--- src/rtl/csd_pkg.sv ---
package csd_pkg;

  // Inclusive window hit test; operands zero-extended to 32 bits.
  function automatic logic win_hit(logic [31:0] a, logic [31:0] lo,
                                   logic [31:0] hi, logic en);
    return en && (a >= lo) && (a <= hi);
  endfunction

  // Two enabled, well-formed windows share at least one address.
  function automatic logic win_overlap(logic [31:0] lo0, logic [31:0] hi0, logic en0,
                                       logic [31:0] lo1, logic [31:0] hi1, logic en1);
    return en0 && en1 && (lo0 <= hi0) && (lo1 <= hi1) && (lo0 <= hi1) && (lo1 <= hi0);
  endfunction

endpackage

--- src/rtl/csd_window_bank.sv ---
module csd_window_bank #(
  parameter int ADDR_W = 16,
  parameter int N      = 4
) (
  input  logic [ADDR_W-1:0]   addr,
  input  logic [N*ADDR_W-1:0] base,
  input  logic [N*ADDR_W-1:0] limit,
  input  logic [N-1:0]        en,
  output logic [N-1:0]        hit
);
  import csd_pkg::*;

  for (genvar i = 0; i < N; i++) begin : g_win
    assign hit[i] = win_hit(32'(addr), 32'(base[i*ADDR_W +: ADDR_W]),
                            32'(limit[i*ADDR_W +: ADDR_W]), en[i]);
  end
endmodule

--- src/rtl/csd_tier_audit.sv ---
module csd_tier_audit #(
  parameter int ADDR_W    = 16,
  parameter int N         = 4,
  parameter int SECT_SIZE = 16384
) (
  input  logic [N*ADDR_W-1:0] base,
  input  logic [N*ADDR_W-1:0] limit,
  input  logic [N-1:0]        en,
  output logic                ovl,
  output logic [N-1:0]        size_err
);
  import csd_pkg::*;

  localparam logic [ADDR_W:0] SPAN_MAX = (ADDR_W+1)'(SECT_SIZE - 1);

  always_comb begin
    ovl = 1'b0;
    for (int i = 0; i < N; i++) begin
      for (int j = i + 1; j < N; j++) begin
        if (win_overlap(32'(base[i*ADDR_W +: ADDR_W]), 32'(limit[i*ADDR_W +: ADDR_W]), en[i],
                        32'(base[j*ADDR_W +: ADDR_W]), 32'(limit[j*ADDR_W +: ADDR_W]), en[j]))
          ovl = 1'b1;
      end
    end
  end

  for (genvar i = 0; i < N; i++) begin : g_size
    logic [ADDR_W-1:0] lo, hi;
    logic [ADDR_W:0]   span;
    assign lo          = base[i*ADDR_W +: ADDR_W];
    assign hi          = limit[i*ADDR_W +: ADDR_W];
    assign span        = {1'b0, hi} - {1'b0, lo};
    assign size_err[i] = en[i] && (lo <= hi) && (span > SPAN_MAX);
  end
endmodule

--- src/rtl/csd_prio_pick.sv ---
module csd_prio_pick #(
  parameter int N_MAIN = 4,
  parameter int N_BOOT = 4
) (
  input  logic              sram_hit,
  input  logic              io_hit,
  input  logic [N_BOOT-1:0] boot_hit,
  input  logic [N_MAIN-1:0] main_hit,
  output logic [N_MAIN-1:0] fs_o,
  output logic [N_BOOT-1:0] boot_o,
  output logic              sram_o,
  output logic              io_o
);
  always_comb begin
    fs_o   = '0;
    boot_o = '0;
    sram_o = 1'b0;
    io_o   = 1'b0;
    if (sram_hit) begin
      sram_o = 1'b1;
    end else if (io_hit) begin
      io_o = 1'b1;
    end else if (|boot_hit) begin
      for (int i = N_BOOT - 1; i >= 0; i--) begin
        if (boot_hit[i]) begin
          boot_o    = '0;
          boot_o[i] = 1'b1;
        end
      end
    end else begin
      for (int i = N_MAIN - 1; i >= 0; i--) begin
        if (main_hit[i]) begin
          fs_o    = '0;
          fs_o[i] = 1'b1;
        end
      end
    end
  end
endmodule

--- src/rtl/mem_csel_decoder.sv ---
module mem_csel_decoder #(
  parameter int ADDR_W         = 16,
  parameter int N_MAIN         = 4,
  parameter int N_BOOT         = 4,
  parameter int N_SRAM         = 3,
  parameter int MAIN_SECT_SIZE = 16384,
  parameter int BOOT_SECT_SIZE = 8192,
  parameter bit REG_OUT        = 1'b1
) (
  input  logic                       clk,
  input  logic                       rst_n,
  input  logic                       addr_valid,
  input  logic [ADDR_W-1:0]          addr,
  input  logic [N_MAIN*ADDR_W-1:0]   main_base,
  input  logic [N_MAIN*ADDR_W-1:0]   main_limit,
  input  logic [N_MAIN-1:0]          main_en,
  input  logic [N_BOOT*ADDR_W-1:0]   boot_base,
  input  logic [N_BOOT*ADDR_W-1:0]   boot_limit,
  input  logic [N_BOOT-1:0]          boot_en,
  input  logic [N_SRAM*ADDR_W-1:0]   sram_base,
  input  logic [N_SRAM*ADDR_W-1:0]   sram_limit,
  input  logic [N_SRAM-1:0]          sram_en,
  input  logic [ADDR_W-1:0]          io_base,
  input  logic [ADDR_W-1:0]          io_limit,
  input  logic                       io_en,
  output logic [N_MAIN-1:0]          fs_sel,
  output logic [N_BOOT-1:0]          boot_sel,
  output logic                       sram_sel,
  output logic                       io_sel,
  output logic                       err_main_ovl,
  output logic                       err_boot_ovl,
  output logic                       err_sram_io_ovl,
  output logic [N_MAIN-1:0]          err_main_size,
  output logic [N_BOOT-1:0]          err_boot_size
);
  import csd_pkg::*;

  localparam int SEL_W = N_MAIN + N_BOOT + 2;

  logic [N_MAIN-1:0] main_hit;
  logic [N_BOOT-1:0] boot_hit;
  logic [N_SRAM-1:0] sram_hit;
  logic              io_hit;

  csd_window_bank #(.ADDR_W(ADDR_W), .N(N_MAIN)) u_main_bank (
    .addr(addr), .base(main_base), .limit(main_limit), .en(main_en), .hit(main_hit));
  csd_window_bank #(.ADDR_W(ADDR_W), .N(N_BOOT)) u_boot_bank (
    .addr(addr), .base(boot_base), .limit(boot_limit), .en(boot_en), .hit(boot_hit));
  csd_window_bank #(.ADDR_W(ADDR_W), .N(N_SRAM)) u_sram_bank (
    .addr(addr), .base(sram_base), .limit(sram_limit), .en(sram_en), .hit(sram_hit));

  assign io_hit = win_hit(32'(addr), 32'(io_base), 32'(io_limit), io_en);

  // Configuration audit
  csd_tier_audit #(.ADDR_W(ADDR_W), .N(N_MAIN), .SECT_SIZE(MAIN_SECT_SIZE)) u_main_audit (
    .base(main_base), .limit(main_limit), .en(main_en),
    .ovl(err_main_ovl), .size_err(err_main_size));
  csd_tier_audit #(.ADDR_W(ADDR_W), .N(N_BOOT), .SECT_SIZE(BOOT_SECT_SIZE)) u_boot_audit (
    .base(boot_base), .limit(boot_limit), .en(boot_en),
    .ovl(err_boot_ovl), .size_err(err_boot_size));

  always_comb begin
    err_sram_io_ovl = 1'b0;
    for (int i = 0; i < N_SRAM; i++) begin
      if (win_overlap(32'(sram_base[i*ADDR_W +: ADDR_W]), 32'(sram_limit[i*ADDR_W +: ADDR_W]),
                      sram_en[i], 32'(io_base), 32'(io_limit), io_en))
        err_sram_io_ovl = 1'b1;
    end
  end

  // Priority resolution
  logic [N_MAIN-1:0] fs_pick;
  logic [N_BOOT-1:0] boot_pick;
  logic              sram_pick, io_pick;

  csd_prio_pick #(.N_MAIN(N_MAIN), .N_BOOT(N_BOOT)) u_pick (
    .sram_hit(|sram_hit), .io_hit(io_hit), .boot_hit(boot_hit), .main_hit(main_hit),
    .fs_o(fs_pick), .boot_o(boot_pick), .sram_o(sram_pick), .io_o(io_pick));

  // Next-state: strobe gating
  logic [SEL_W-1:0] sel_d, sel_q;
  always_comb begin
    sel_d = '0;
    if (addr_valid) sel_d = {fs_pick, boot_pick, sram_pick, io_pick};
  end

  if (REG_OUT) begin : g_reg
    always_ff @(posedge clk or negedge rst_n) begin
      if (!rst_n) sel_q <= '0;
      else        sel_q <= sel_d;
    end
  end else begin : g_comb
    assign sel_q = sel_d;
  end

  assign {fs_sel, boot_sel, sram_sel, io_sel} = sel_q;
endmodule

--- config.mk ---
export PLATFORM = sky130hd
export DESIGN_NAME = mem_csel_decoder
export DESIGN_NICKNAME = d
export VERILOG_FILES = /design/src/rtl/csd_pkg.sv /design/src/rtl/csd_window_bank.sv /design/src/rtl/csd_tier_audit.sv /design/src/rtl/csd_prio_pick.sv /design/src/rtl/mem_csel_decoder.sv
export SDC_FILE = /design/constraint.sdc
export NUM_CORES = 2
export LEC_CHECK = 0
export ABC_AREA = 1
export ABC_CLOCK_PERIOD_IN_PS = 1790
export CELL_PAD_IN_SITES_DETAIL_PLACEMENT = 1
export CELL_PAD_IN_SITES_GLOBAL_PLACEMENT = 1
export CORE_ASPECT_RATIO = 1.5
export CORE_MARGIN = 2
export CORE_UTILIZATION = 30
export CTS_CLUSTER_SIZE = 14
export DETAILED_ROUTE_END_ITERATION = 8
export DONT_BUFFER_PORTS = 1
export PLACE_DENSITY = 0.58
export SYNTH_ARGS = -nofsm -noshare
export SYNTH_HDL_FRONTEND = slang
export SYNTH_SLANG_ARGS = --single-unit
--- constraint.sdc ---
create_clock -name clk -period 1.79 [get_ports clk]
set_input_delay 0.179 -clock clk [delete_from_list [all_inputs] [get_ports clk]]
set_output_delay 0.179 -clock clk [all_outputs]
set_load 0.1 [all_outputs]
==> flow_metrics.tcl <==
set metrics [dict create \
    violations "negative setup slack" \
    via_per_inst 5.29 \
    first_global_vias 34200 \
    synth.lib_cells_used.distinct 40 \
    clk_pin_slew_worst_paths_ps 40 \
    dp_cells 5957 \
    globalplace.congestion 0.936 \
    synthesized_netlist_cell_count 4179 \
    detailedPlacementHpwl_um 120000 \
    drtIter0Drc 1009 \
    detail-route-antenna-nets 0 \
    finish.cell_count_without_fillers 6002 \
    antenna_found_initial 6 \
    htree_num_levels 1 \
    global_route_wire_length_before_repair_um 205000 \
    final.setup.tns_ps -3590 \
    routed_wl_um 140000 \
    final_area_um2 37400 \
    num_vias 31800 \
    drive_above_1_share 0.231 \
    initial_core_util 0.301 \
    layout_setup_ws_ps -362 \
    worstSetupStartpointType "input pin" \
    relative_max_transition_margin 0.642 \
    pre_cts_slack_ps -461 \
    number_of_buffers_added_by_the_clock_tree_synthesis_step 3 \
    overflow 0 \
    p_total_mw 10.5 \
    drv.max_cap_violation_count 0 \
    cp.required_ps 1610 \
    yosys_register_bits 10 \
    dieWidth_um 251 \
    nNetsFinal 6306 \
    rsz_0062_raised_after_global_routing "yes" \
    synth.top_cells.by_area "ha_1, nand2_1, a21oi_1" \
    post_route_drc 0 \
    clock_sink_count 10 \
    synth_seq_area_share 0.00909 \
    die_height_um 375 \
    clockBufferDepth 2 \
    die_area_um2 94300 \
    power_per_cell_area_nw_per_um2 281 \
    critPathKind "in -> out" \
    achievable-frequency_mhz 465 \
    grt_usage 0.289 \
    buffer_ports.inserted 0 \
    dpl_cell_area_um2 35000 \
    globalRouteMet2Util 0.563 \
    relative_area_change_from_synthesis_to_final_layout_pct 36.0 \
    clockRootBuffer "clkbuf_16" \
    largestRegisters "sel_q: 10 flops" \
    top_register_by_number_of_flip_flops "sel_q" \
    grt_util_met1 0.282 \
    worstPathMaxFanout 4 \
    largest_register_ffs 10 \
    finalSetupViolations 17 \
    grtUsageMet3 0.0684 \
    yosysWarningCount 0 \
    max_slew.worst_pin.slew_ps 535 \
    route.detailed.wl_per_inst_um 23.3 \
    final-hold-violation-count 0 \
    post_synth_instance_area_um2 27500 \
    post-route-period-util 1.20 \
    endpoint_kind "output port" \
    postSynth.topFlopCell "dfrtp_1" \
    finalCriticalPeriod_ps 2150 \
    p_leak_nw 19.8 \
    core_region_area_um2 91400 \
    post-route-util 0.410 \
    holdWs_ps 45.6 \
    synth_largest_area_cell "ha_1" \
    grt_start_max_net_pins 25 \
    tritoncts "done" \
    hold_path.class "in -> reg" \
    maxSlewViolCount 0 \
    top_level_ports 436 \
    floorplan.rows 136 \
    synthArstFlopShare 1.00 \
    outcome "finished with violations" \
    critPathArrivalTime_ps 1970 \
    synth-edff-count 0 \
    mappedNetlistNets 5658 \
    detail_route.first_pass.iterations 5 \
    synth_top_area_share 0.480 \
    top_usage_layer "met2" \
    syn_avg_cell_area_um2 6.59 \
    vdd.ir_drop.worst_v 0.000246 \
]
==> cells in the final DEF, fill, tap and decap left out, drive strengths merged, types with 10 or more instances in the layout <==
cell type / n
a211oi: 13
a21boi: 16
a21o: 30
a21oi: 552
buf: 640
clkinvlp: 27
dfrtp: 10
ha: 1056
inv: 581
nand2: 908
nand3: 158
nand3b: 18
nand4: 101
nor2: 317
nor3: 68
nor4: 16
o21a: 37
o21ai: 204
o21bai: 19
xor2: 10
==> routing by layer <==
metal  vias up  part of all wire
met1     15100              0.36
met2       639              0.53
met3       243             0.061
met5         -           0.00027
met4         6             0.057
li1      15800                 -
==> cell type report <==
class / count / area (um2)
diodes: 3 / 7.51
fillers: 11500 / 53900
clock buffers: 4 / 88.8
well taps: 1173 / 1470
multi-input cells: 3561 / 27800
flip-flops and latches: 10 / 250
inverters: 609 / 2440
repair buffers: 642 / 5400
==> path summary, 6_finish.rpt <==
check	start	to	slack [ps]	depth (start not counted)
max in group asynchronous	rst_n	sel_q[3]	1070	1
min in group asynchronous	rst_n	sel_q[4]	360	1
worst min-delay path	addr_valid	sel_q[1]	50	2
worst max-delay path	boot_limit[21]	err_boot_ovl	-360	14
==> critical path, cell delays in order <==
cell and delay (ps):
clkinvlp_4 170, ha_1 350, a21oi_1 150, nor2_1 60, nor3b_1 200, o21ai_1 110
nand2_1 70, nand2_1 40, nand2_1 150, nand3_4 80, nand2_2 70, nand2_2 60
nand3_4 100, buf_12 180
==> power by group <==
group          leakage [nW]  internal (mW)  switching, mW
clock network        0.0442          0.336          0.107
logic                  19.6           4.50           5.35
registers             0.138          0.236        0.00548
==> repair_timing <==
| item | 4_1_cts | 5_1_grt |
|---|---|---|
| gates resized for setup | 227 | 204 |
| setup endpoints to repair | 21 | 21 |
| hold buffers | 1 | 0 |
| setup buffers | 20 | 20 |
| endpoints found under the hold margin | 10 | 0 |
| gates cloned | 2 | 0 |
| pin swaps | 119 | 104 |
==> synth_stat cells, types with 5 or more instances <==
cell type,instances
nor3_1,63
nand3b_1,18
a21oi_1,552
nand3_1,155
o21a_1,37
nor3b_1,5
o21bai_1,19
dfrtp_1,10
ha_1,1056
nand4_1,101
fa_1,8
o21ai_0,200
nor2_1,314
o211ai_1,8
a21o_1,30
nand2_1,905
nor4_1,15
a21boi_0,9
xor2_1,10
a31oi_1,9
a211oi_1,13
inv_1,605
==> cells by family after synthesis <==
group	synth area share
simple gates	0.244
compound gates	0.175
buf+inv	0.0830
flops	0.00909
xor+xnor	0.00318
fa+ha+maj	0.486
(Power assumes the default switching activity.)
